<file path="src/rtl/busc_pkg.sv">
package busc_pkg;

    typedef enum logic [2:0] {
        CYC_FETCH = 3'd0,
        CYC_MRD   = 3'd1,
        CYC_MWR   = 3'd2,
        CYC_IORD  = 3'd3,
        CYC_IOWR  = 3'd4,
        CYC_INTA  = 3'd5
    } cyc_e;

    typedef enum logic [2:0] {
        PH_IDLE,
        PH_GAP,
        PH_T1,
        PH_T2,
        PH_TW,
        PH_T3,
        PH_T4
    } phase_e;

    localparam logic [2:0] LAST_CODE = 3'd5;

    // {io_m, s1, s0}
    function automatic logic [2:0] status_of(cyc_e c);
        case (c)
            CYC_FETCH: return 3'b011;
            CYC_MRD:   return 3'b010;
            CYC_MWR:   return 3'b001;
            CYC_IORD:  return 3'b110;
            CYC_IOWR:  return 3'b101;
            default:   return 3'b111;
        endcase
    endfunction

    function automatic logic uses_rd(cyc_e c);
        return (c == CYC_FETCH) || (c == CYC_MRD) || (c == CYC_IORD);
    endfunction

    function automatic logic uses_wr(cyc_e c);
        return (c == CYC_MWR) || (c == CYC_IOWR);
    endfunction

    function automatic logic is_port(cyc_e c);
        return (c == CYC_IORD) || (c == CYC_IOWR);
    endfunction

endpackage

</file>
<file path="src/rtl/busc_seq.sv">
module busc_seq
    import busc_pkg::*;
#(
    parameter int AW = 16,
    parameter int DW = 8
) (
    input  logic          clk,
    input  logic          rst_n,
    input  logic          req_valid,
    input  logic [2:0]    req_type,
    input  logic [AW-1:0] req_addr,
    input  logic [DW-1:0] req_wdata,
    input  logic          ready,
    input  logic [DW-1:0] ad_in,
    output phase_e        phase,
    output cyc_e          cyc,
    output logic [AW-1:0] addr,
    output logic [DW-1:0] wdata,
    output logic [DW-1:0] rd_data,
    output logic          done,
    output logic          busy
);
    localparam int REP = AW / DW;

    typedef struct packed {
        phase_e        phase;
        cyc_e          cyc;
        logic [AW-1:0] addr;
        logic [DW-1:0] wdata;
        logic [DW-1:0] rdata;
        logic          done;
    } seq_s;

    seq_s st_q, st_d;
    cyc_e new_cyc;

    always_comb begin
        st_d      = st_q;
        st_d.done = 1'b0;
        new_cyc   = cyc_e'(req_type);
        case (st_q.phase)
            PH_IDLE: begin
                if (req_valid && (req_type <= LAST_CODE)) begin
                    st_d.phase = PH_GAP;
                    st_d.cyc   = new_cyc;
                    st_d.addr  = is_port(new_cyc) ? {REP{req_addr[DW-1:0]}} : req_addr;
                    st_d.wdata = req_wdata;
                end
            end
            PH_GAP: st_d.phase = PH_T1;
            PH_T1:  st_d.phase = PH_T2;
            PH_T2, PH_TW: st_d.phase = ready ? PH_T3 : PH_TW;
            PH_T3: begin
                if (!uses_wr(st_q.cyc)) st_d.rdata = ad_in;
                if (st_q.cyc == CYC_FETCH) begin
                    st_d.phase = PH_T4;
                end else begin
                    st_d.phase = PH_IDLE;
                    st_d.done  = 1'b1;
                end
            end
            PH_T4: begin
                st_d.phase = PH_IDLE;
                st_d.done  = 1'b1;
            end
            default: st_d.phase = PH_IDLE;
        endcase
    end

    always_ff @(posedge clk or negedge rst_n) begin
        if (!rst_n) begin
            st_q <= '{phase: PH_IDLE, cyc: CYC_FETCH, addr: '0, wdata: '0, rdata: '0, done: 1'b0};
        end else begin
            st_q <= st_d;
        end
    end

    assign phase   = st_q.phase;
    assign cyc     = st_q.cyc;
    assign addr    = st_q.addr;
    assign wdata   = st_q.wdata;
    assign rd_data = st_q.rdata;
    assign done    = st_q.done;
    assign busy    = (st_q.phase != PH_IDLE);

endmodule

</file>
<file path="src/rtl/busc_pins.sv">
module busc_pins
    import busc_pkg::*;
#(
    parameter int AW = 16,
    parameter int DW = 8
) (
    input  phase_e           phase,
    input  cyc_e             cyc,
    input  logic [AW-1:0]    addr,
    input  logic [DW-1:0]    wdata,
    output logic [AW-DW-1:0] a_hi,
    output logic [DW-1:0]    ad_out,
    output logic             ad_oe,
    output logic             ale,
    output logic             io_m,
    output logic             s1,
    output logic             s0,
    output logic             rd_n,
    output logic             wr_n,
    output logic             inta_n
);
    logic in_cycle, addr_ph, strobe_ph, wr_data_ph;

    always_comb begin
        in_cycle   = phase inside {PH_T1, PH_T2, PH_TW, PH_T3, PH_T4};
        addr_ph    = phase inside {PH_T1, PH_T2, PH_TW, PH_T3};
        strobe_ph  = phase inside {PH_T2, PH_TW, PH_T3};
        wr_data_ph = strobe_ph && uses_wr(cyc);

        {io_m, s1, s0} = in_cycle ? status_of(cyc) : 3'b000;
        ale    = (phase == PH_T1);
        a_hi   = addr_ph ? addr[AW-1:DW] : '0;
        ad_oe  = ale || wr_data_ph;
        ad_out = ale ? addr[DW-1:0] : (wr_data_ph ? wdata : '0);
        rd_n   = !(strobe_ph && uses_rd(cyc));
        wr_n   = !wr_data_ph;
        inta_n = !(strobe_ph && (cyc == CYC_INTA));
    end

endmodule

</file>
<file path="src/rtl/busc_cmd_dec.sv">
module busc_cmd_dec (
    input  logic rd_n,
    input  logic wr_n,
    input  logic io_m,
    output logic memr_n,
    output logic memw_n,
    output logic iord_n,
    output logic iowr_n
);
    always_comb begin
        memr_n = rd_n | io_m;
        memw_n = wr_n | io_m;
        iord_n = rd_n | !io_m;
        iowr_n = wr_n | !io_m;
    end
endmodule

</file>
<file path="src/rtl/bus_cycle_ctrl.sv">
module bus_cycle_ctrl
    import busc_pkg::*;
#(
    parameter int AW = 16,
    parameter int DW = 8
) (
    input  logic             clk,
    input  logic             rst_n,
    input  logic             req_valid,
    input  logic [2:0]       req_type,
    input  logic [AW-1:0]    req_addr,
    input  logic [DW-1:0]    req_wdata,
    output logic             busy,
    output logic             done,
    output logic [DW-1:0]    rd_data,
    input  logic             ready,
    output logic [AW-DW-1:0] a_hi,
    output logic [DW-1:0]    ad_out,
    output logic             ad_oe,
    input  logic [DW-1:0]    ad_in,
    output logic             ale,
    output logic             io_m,
    output logic             s1,
    output logic             s0,
    output logic             rd_n,
    output logic             wr_n,
    output logic             inta_n,
    output logic             memr_n,
    output logic             memw_n,
    output logic             iord_n,
    output logic             iowr_n
);
    phase_e        phase;
    cyc_e          cyc;
    logic [AW-1:0] addr;
    logic [DW-1:0] wdata;

    busc_seq #(.AW(AW), .DW(DW)) seq_i (
        .clk(clk), .rst_n(rst_n),
        .req_valid(req_valid), .req_type(req_type),
        .req_addr(req_addr), .req_wdata(req_wdata),
        .ready(ready), .ad_in(ad_in),
        .phase(phase), .cyc(cyc), .addr(addr), .wdata(wdata),
        .rd_data(rd_data), .done(done), .busy(busy)
    );

    busc_pins #(.AW(AW), .DW(DW)) pins_i (
        .phase(phase), .cyc(cyc), .addr(addr), .wdata(wdata),
        .a_hi(a_hi), .ad_out(ad_out), .ad_oe(ad_oe), .ale(ale),
        .io_m(io_m), .s1(s1), .s0(s0),
        .rd_n(rd_n), .wr_n(wr_n), .inta_n(inta_n)
    );

    busc_cmd_dec dec_i (
        .rd_n(rd_n), .wr_n(wr_n), .io_m(io_m),
        .memr_n(memr_n), .memw_n(memw_n), .iord_n(iord_n), .iowr_n(iowr_n)
    );

endmodule

</file>
<file path="config.mk">
export PLATFORM = sky130hd
export DESIGN_NAME = bus_cycle_ctrl
export DESIGN_NICKNAME = d
export VERILOG_FILES = /design/src/rtl/busc_pkg.sv /design/src/rtl/busc_seq.sv /design/src/rtl/busc_pins.sv /design/src/rtl/busc_cmd_dec.sv /design/src/rtl/bus_cycle_ctrl.sv
export SDC_FILE = /design/constraint.sdc
export NUM_CORES = 1
export LEC_CHECK = 0
export BUFFER_PORTS_ARGS = -buffer_cell sky130_fd_sc_hd__buf_2
export CORE_UTILIZATION = 48
export CTS_CLUSTER_SIZE = 24
export DETAILED_ROUTE_END_ITERATION = 16
export PLACE_DENSITY_LB_ADDON = 0.2
export SETUP_SLACK_MARGIN = 0.1
export SLEW_MARGIN = 20
export SYNTH_ARGS = -nofsm -noshare
export SYNTH_HDL_FRONTEND = slang
export SYNTH_SLANG_ARGS = --single-unit
</file>
<file path="constraint.sdc">
create_clock -name clk -period 2.5 [get_ports clk]
set_clock_uncertainty 0.15 [all_clocks]
set_input_delay 0.5 -clock clk [delete_from_list [all_inputs] [get_ports clk]]
set_output_delay 0.5 -clock clk [all_outputs]
set_load 0.01 [all_outputs]
</file>
# Word level (Yosys, flattened, before mapping)
# Index checks and enable logic that the tools add are counted.
[totals]
regBits = 39
latchBits = 0
ram_bits = 0
mem_bits_ro = 0
input_bits = 39
word_cells = 60
n_memories = 0
[op_classes]
addsub = 0
multipliers = 0
n_div = 0
magnitude_cmp = 1
n_eq_ne = 14
shifts = 0
mux = 12
bitwise = 5
n_reduce_logical = 22
[op_table]
columns = ["cell", "n"]
rows = [
  ["$mux 30", 1],
  ["$pmux 3 s5", 2],
  ["$mux 8", 3],
  ["$eq 3x3->1 const B", 6],
  ["$mux 16", 1],
  ["$eq 3x2->1 const B", 5],
  ["$eq 3x1->1 const B", 2],
  ["$logic_not 3->1", 2],
  ["$mux 3", 2],
  ["$reduce_bool 3->1", 2],
  ["$logic_or 1x1->1", 5],
  ["$reduce_bool 5->1", 1],
  ["$logic_and 1x1->1", 4],
  ["$logic_not 1->1", 4],
  ["$or 1x1->1", 4],
  ["$reduce_and 2->1", 2],
  ["$reduce_bool 4->1", 1],
  ["$le 3x3->1 const B", 1],
  ["$mux 1", 2],
  ["$ne 2x1->1 const B", 1],
  ["$pmux 1 s2", 1],
  ["$reduce_or 2->1", 1],
  ["$not 1->1", 1],
]

# Depth between registers and ports, before layout
# Gate-level depths: netlist (run 1).
[logic_depth]
word_depth = 6
ltp_mapped = 5
ltp_nobuf = 4

# Hierarchy
# A second synthesis (run 1) with hierarchy kept.
[hier_totals]
cells_unflattened = 170
hier_area_um2 = 1981.9
[by_module_without_submodules]
columns = ["mod", "n_inst", "cells_each", "area_each_um2", "seq_area_each_um2"]
rows = [
  ["busc_seq", 1, 130, 1679.1, 975.9],
  ["busc_pins", 1, 36, 277.8, 0.0],
  ["busc_cmd_dec", 1, 4, 25.0, 0.0],
]

# Worst setup path before layout (run 1)
# OpenSTA, ideal clock, no wires.
[synth_timing]
path_type = "register to output"
from = "register seq_i.st_q, in the netlist seq_i.phase[2]"
to = "output ad_out[0]"
t_arrival_ps = 1359
required_time_ps = 1850
path_slack_ps = 491
stages_incl_launch_ff = 6
n_path_buf = 2
cell_sequence = "dfrtp_1 buf_2 nand3b_1 a211oi_2 buf_4 a22o_1"
[synth_between]
elab_chain_len = 5
word_cells_on_any_way = 8
[synth_lines]
columns = ["element", "line_no", "rtl"]
rows = [
  ["start: declaration", "busc_seq.sv:34", "seq_s st_q, st_d;"],
  ["start signal: assignment", "busc_seq.sv:72", "st_q <= '{phase: PH_IDLE, cyc: CYC_FETCH, addr: '0, wdata: '0, rdata: '0, done: 1'b0};"],
  ["start signal: assignment", "busc_seq.sv:74", "st_q <= st_d;"],
  ["$eq 3x2->1 or $eq 3x3->1 (tied branches)", "busc_pins.sv:27", "strobe_ph = phase inside {PH_T2, PH_TW, PH_T3};"],
  ["$reduce_bool 3->1", "busc_pins.sv:27", ""],
  ["$logic_and 1x1->1", "busc_pins.sv:28", "wr_data_ph = strobe_ph && uses_wr(cyc);"],
  ["$mux 8", "busc_pins.sv:34", "ad_out = ale ? addr[DW-1:0] : (wr_data_ph ? wdata : '0);"],
  ["$mux 8 (*)", "busc_pins.sv:34", ""],
  ["end: declaration", "bus_cycle_ctrl.sv:18", "output logic [DW-1:0] ad_out,"],
]
# Every way passes the cells marked *; elsewhere a longest branch is shown, timed or not.

# Worst setup path in the final report (run 1)
[layout_timing]
from = "register seq_i.st_q, in the netlist seq_i.phase[2]"
to = "output inta_n"
[layout_between]
elab_chain_len = 4
word_cells_on_any_way = 6
[layout_lines]
columns = ["element", "line_no", "rtl"]
rows = [
  ["$eq 3x2->1 or $eq 3x3->1 (tied branches)", "busc_pins.sv:27", ""],
  ["$reduce_bool 3->1 (*)", "busc_pins.sv:27", ""],
  ["$logic_and 1x1->1 (*)", "busc_pins.sv:37", "inta_n = !(strobe_ph && (cyc == CYC_INTA));"],
  ["$logic_not 1->1 (*)", "busc_pins.sv:37", ""],
  ["end: declaration", "bus_cycle_ctrl.sv:27", "output logic inta_n,"],
]
# Marks and branches as above.

==> results of run 1 <==
==> layer usage <==
layer  vias to the layer above  track usage  wire, microns
met5                         -            0              0
met4                         0      0.08696             61
met3                         6      0.05035            270
met2                        55       0.3048           1973
met1                       777       0.3281           2156
li1                        802            -              -
==> cell type report <==
type | count | area, sq um | share of cell area
Sequential cell | 39 | 979.7 | 0.3846
Multi-Input combinational cell | 118 | 899.6 | 0.3531
Timing Repair Buffer | 88 | 474.2 | 0.1861
Clock buffer | 7 | 96.34 | 0.03782
Tap cell | 48 | 60.06 | 0.02358
Inverter | 8 | 30.03 | 0.01179
Clock inverter | 1 | 7.507 | 0.002947
==> through the flow <==
stage | std cells | power (mW)
6_report | 309 | 3.176
2_1_floorplan | 176 | 2.112
3_3_place_gp | 295 | 2.606
3_5_place_dp | 295 | 2.627
5_1_grt | 309 | 3.395
4_1_cts | 304 | 3.110
==> critical path, delay by kind of cell (launching register included) <==
family	cells	cell delay (ns)
DFF	1	0.45
buffers and inverters	2	0.32
AOI/OAI and AO/OA	1	0.39
and+or+nand+nor	1	0.25
==> report_power, final <==
group / switching, mW / internal (mW)
Combinational: 0.742 / 0.781
Clock: 0.217 / 0.251
Sequential: 0.237 / 0.949
Total: 1.20 / 1.98
==> state kept, by name, indices dropped and copies added (netlist names) <==
| name | cells |
|---|---|
| seq_i.phase | 3 |
| seq_i.done | 1 |
| seq_i.wdata | 8 |
| seq_i.cyc | 3 |
| seq_i.rd_data | 8 |
| seq_i.addr | 16 |
==> how the worst max path moves through the flow <==
stage | end | slack (ns) | from | cells past startpoint
global placement | seq_i.wdata[2] | 0.38 | req_type[2] | 4
detailed placement | ad_out[1] | 0.35 | seq_i.phase[2] | 5
floorplan | ad_out[0] | 0.49 | seq_i.phase[2] | 5
CTS | ad_out[1] | 0.11 | seq_i.phase[2] | 5
global route | ad_out[7] | 0.08 | seq_i.phase[2] | 5
finish | inta_n | 0.15 | seq_i.phase[2] | 4
==> cell families (layout without fill, tap and decap cells) <==
group,count (synthesis),after routing
DFF,39,39
xor gates and xnor gates,1,1
and+or+nand+nor,44,44
AOI/OAI and AO/OA,47,47
muxes,26,26
buffers and inverters,19,104
==> cell usage in the layout (no fill, tap or decap), types with 2 or more instances in the layout <==
cell,netlist,final
dfrtp_2,0,3
nor2_1,3,3
a31oi_1,8,8
nand2_1,5,5
mux2_2,26,26
nand3_1,10,10
nand2b_1,4,3
inv_1,8,8
buf_2,5,76
clkbuf_8,0,7
nor2b_1,2,2
a21oi_1,10,10
and2_1,10,10
dfrtp_1,39,36
buf_4,3,11
o21ai_0,12,12
a22o_1,8,8
nand3b_1,2,2
==> timing repair <==
item	CTS	global route
buffers inserted	1	5
setup endpoints to repair	13	15
gates resized for setup	2	5
==> metrics.yaml, run 1 <==
die:
  die_h_microns: 65.73
  rows: 22
  coreArea_sq_mm: 0.003771
  die_area_sq_mm: 0.004320
  initial_utilization: 0.5169
  io_pins: 77
  die_x_microns: 65.73
synthesis:
  synth_top_flop_cell: "dfrtp_1"
  synth_cells: 176
  synth-xor-area-share: 0.004493
  netlist_area_sq_mm: 0.001949
  synth-seq-cells: 39
  synth-async-reset-ratio: 1.000
  synth_largest_area_cell: "dfrtp_1"
  syn_area_per_cell_sq_um: 11.08
  synthAdderAreaFrac: 0
  synth_edf_count: 0
  yosys.area_share.simple: 0.1303
  synthTopCellsByArea: "dfrtp_1, mux2_2, a22o_1"
  syn_nets: 215
  synth_top_family_by_area: "compound AO/OA/AOI/OAI gates"
  ys_top_cells_by_count: "dfrtp_1, mux2_2, o21ai_0"
  yosysTopAreaCellShare: 0.5006
  synth_mux_area_frac: 0.1502
  ys_warn_count: 0
  synth_compound_area_frac: 0.1688
  synth.most_common_cell: "dfrtp_1"
  synth_cell_types: 36
  ys_seq_area_frac: 0.5006
timing:
  slew_headroom: 0.4327
  final_max_slew_viol_count: 0
  tns_ns: 0
  whs_ns: 0.1694
  layout_setup_ws_ns: 0.1501
  tightest_slew_ns: 0.8510
  max_clock_freq_mhz: 425.6
  hold_viol: 0
  finalSetupViolations: 0
  fin_crit_ns: 2.350
  period_share: 0.9400
  rsz0062_at_grt: "true"
critical_path:
  timing.rr.start: "seq_i.phase[1]"
  cp_cell_sequence: "nand3b_1 > buf_4 > a2111o_1 > buf_2"
  critPathLaunchType: "flop"
  rr_worst_depth: 4
  critPathMaxStageDelay_ns: 0.45
  cp.arrival_ns: 1.70
  r2r-end: "seq_i.wdata[4]"
  r2r_slack_ns: 0.49
  crit_type: "reg -> out"
  required_ns: 1.85
  crit_slowest_cell: "dfrtp_2"
  worst_setup_path_end_kind: "output port"
  path_max_fanout: 7
min_path:
  hp-class: "in -> async"
cts:
  clk_pin_slew_worst_paths_ns: 0.07
  root_buffer: "clkbuf_8"
  clkSinkCount: 39
  cts_hold_buf: 0
  cts_buffers: 5
  cts_tree: "built"
  cts_max_level: 2
  worstSkewPairLatency_ns: 0.29
  cts_buffer_depth: 2
routing:
  drt_wl_total_mm: 4.462
  drc_errors: 0
  drt_iter0_markers: 99
  firstDrtPassIters: 4
  num_vias: 1640
  drtAntennaViolNets: 0
  post_drt_via_cell_ratio: 5.307
  routedWlPerCell_microns: 14.44
cells_and_area:
  design_area_sq_mm: 0.002547
  areaGrowthSynthToFinish_pct: 30.68
  final_util: 0.6755
  n_fill_cell: 320
  drive_above_1_share: 0.5172
  antennaDiodeCount: 0
  layout.nets: 299
global_routing:
  grt_pass1_vias: 1511
  grt_pass1_wl_mm: 7.155
  antenna_found_initial: 0
  grt_usage: 0.2202
  overflow: 0
  grt_max_degree: 40
placed_design:
  numPortBuffers: 76
  post_dp_cell_area_sq_mm: 0.002376
  hpwl_mm: 3.240
  preCtsSetupSlack_ns: 0.3549
  gp_congestion: 0.8525
run_status:
  status: "finished, final reports clean"
pwr:
  peakVddDrop_mv: 0.7392
  power_density_mw_per_mm2: 1247
  p_leak_nw: 1.212
flow_run:
  drv_cap: 0
No activity file was read; power rests on OpenSTA's default activity.
==> inputs of run 2 (changes only) <==
--- a/config.mk
+++ b/config.mk
@@ -6,7 +6,9 @@
 export NUM_CORES = 1
 export LEC_CHECK = 0
 export BUFFER_PORTS_ARGS = -buffer_cell sky130_fd_sc_hd__buf_2
-export CORE_UTILIZATION = 48
+export CELL_PAD_IN_SITES_DETAIL_PLACEMENT = 1
+export CELL_PAD_IN_SITES_GLOBAL_PLACEMENT = 1
+export CORE_UTILIZATION = 36
 export CTS_CLUSTER_SIZE = 24
 export DETAILED_ROUTE_END_ITERATION = 16
 export PLACE_DENSITY_LB_ADDON = 0.2
==> metrics.yaml, run 2 (synthesis gave the netlist of run 1 again) <==
routing:
  drt_iter0_markers: 47  # -53%
  firstDrtPassIters: 4  # unchanged
  drc_errors: 0  # unchanged
  routedWlPerCell_microns: 14.90  # +3.2%
  post_drt_via_cell_ratio: 5.054  # -4.8%
  drtAntennaViolNets: 0  # unchanged
  num_vias: 1678  # +2.3%
  drt_wl_total_mm: 4.946  # +11%
cts:
  cts_max_level: 2  # unchanged
  worstSkewPairLatency_ns: 0.28  # about the same
  root_buffer: "clkbuf_8"
  clk_pin_slew_worst_paths_ns: 0.08  # about the same
  cts_tree: "built"
  cts_buffer_depth: 2  # unchanged
  cts_buffers: 5  # unchanged
  clkSinkCount: 39  # unchanged
critical_path:
  r2r-end: "seq_i.wdata[5]"
  critPathLaunchType: "flop"
  cp_cell_sequence: "nand3b_1 > buf_4 > a2111o_1 > buf_2"
  worst_setup_path_end_kind: "output port"
  critPathMaxStageDelay_ns: 0.44  # about the same
  required_ns: 1.85  # about the same
  crit_buf_inv: 2  # unchanged
  cp.arrival_ns: 1.70  # about the same
  crit_type: "reg -> out"
  timing.rr.start: "seq_i.phase[2]"
  r2r_slack_ns: 0.57  # +0.08 ns
  crit_slowest_cell: "dfrtp_2"
  rr_worst_depth: 4  # unchanged
  cp_top_family: "flip-flops"
  path_max_fanout: 5  # -2
timing:
  period_share: 0.9401  # about the same
  final_max_slew_viol_count: 0  # unchanged
  tns_ns: 0  # unchanged
  tightest_slew_ns: 0.6576  # -0.1935 ns
  hold_viol: 0  # unchanged
  finalSetupViolations: 0  # unchanged
  rsz0062_at_grt: "true"
  max_clock_freq_mhz: 425.5  # about the same
  fin_crit_ns: 2.350  # +0.0004270 ns
  slew_headroom: 0.5607  # +0.1280
  layout_setup_ws_ns: 0.1497  # -0.0004270 ns
cells_and_area:
  largest_register_ffs: 16  # unchanged
  ff_latch_area_sq_um: 979.7  # unchanged
  areaGrowthSynthToFinish_pct: 33.38
  layout.nets: 300  # +0.33%
  antennaDiodeCount: 0  # unchanged
  final_cell_mix: "buf_2, dfrtp_1, mux2_2, o21ai_0, buf_4"
  finalNonFillerCells: 332  # +7.4%
  n_fill_cell: 600  # +88%
  multi_input_area_sq_um: 900.9  # +0.14%
  final_common_cell: "buf_2"
  drive_above_1_share: 0.5191  # +0.001843
die:
  die_area_sq_mm: 0.005713  # +32%
  io_pins: 77  # unchanged
  die_x_microns: 75.59  # +15%
  rows: 26  # +18%
  die_h_microns: 75.59  # +15%
  coreArea_sq_mm: 0.005172  # +37%
  initial_utilization: 0.3769  # -0.1400
min_path:
  min_path_cells: 2
  min_to: "seq_i.rd_data[1]"
  hp-class: "in -> reg"
  hold_path.startpoint: "ad_in[1]"
placed_design:
  gp_congestion: 0.7704  # -9.6%
  hpwl_mm: 3.803  # +17%
  preCtsSetupSlack_ns: 0.3447  # -0.01019 ns
  numPortBuffers: 76  # unchanged
  place_inst: 319  # +8.1%
global_routing:
  grt_pass1_wl_mm: 7.610  # +6.4%
  overflow: 0  # unchanged
  grt_usage: 0.1814  # -0.03877
  grt_pass1_vias: 1606  # +6.3%
  antenna_found_initial: 0  # unchanged
  grt_max_degree: 28  # -30%
pwr:
  power_density_mw_per_mm2: 1250  # +0.28%
  peakVddDrop_mv: 0.7047  # -4.7%
  p_leak_nw: 1.227  # +1.2%
flow_run:
  drv_cap: 0  # unchanged
run_status:
  status: "finished, final reports clean"
## run 2: how the worst max path moves through the flow
stage                              start   endpoint  slack [ns]  depth (start not counted)
after floorplan           seq_i.phase[2]  ad_out[0]        0.49                          5
after global placement    seq_i.phase[2]     memr_n        0.38                          4
after detailed placement  seq_i.phase[2]  ad_out[2]        0.34                          5
after CTS                 seq_i.phase[1]     iord_n        0.11                          4
after global routing      seq_i.phase[1]  ad_out[2]        0.07                          5
final                     seq_i.phase[2]     inta_n        0.15                          4
## run 2: area by class of cell
| type | count | area share |
|---|---|---|
| clock inverter | 2 | 0.01347 |
| tap | 70 | 0.03369 |
| timing repair buffer | 89 | 0.1862 |
| multi-input combinational | 118 | 0.3465 |
| sequential | 39 | 0.3768 |
| inverter | 8 | 0.01155 |
| clock buffer | 6 | 0.03176 |
## run 2: report_power, final
part | switching [mW] | internal (mW)
clock network | 0.215 | 0.323
logic | 0.752 | 0.774
registers | 0.237 | 0.949
total | 1.20 | 2.05
## run 2: timing repair
| item | in CTS | in global routing |
|---|---|---|
| hold endpoints to repair | 12 | 0 |
| gates cloned | 0 | 0 |
| resized for setup | 2 | 5 |
| hold buffers | 1 | 0 |
| buffers inserted | 3 | 1 |
| endpoints found under the setup margin | 14 | 14 |
| pin swaps | 0 | 1 |
## run 2: per-stage QoR
stage	total power, mW	util	hold WS [ns]	area (sq um)
6_report	3.251	0.5027	0.2965	2600
5_1_grt	3.513	0.5027	0.2834	2600
4_1_cts	3.252	0.4971	0.2858	2571
3_5_place_dp	2.673	0.4676	0.2592	2419
3_3_place_gp	2.637	0.4676	0.2567	2419
2_1_floorplan	2.112	-	0.05441	1949
## run 2: per-layer routing
layer	track usage	routed length (microns)
met1	0.2285	2144
met2	0.3065	2424
met3	0.05159	343
met4	0.04938	34
met5	0	0
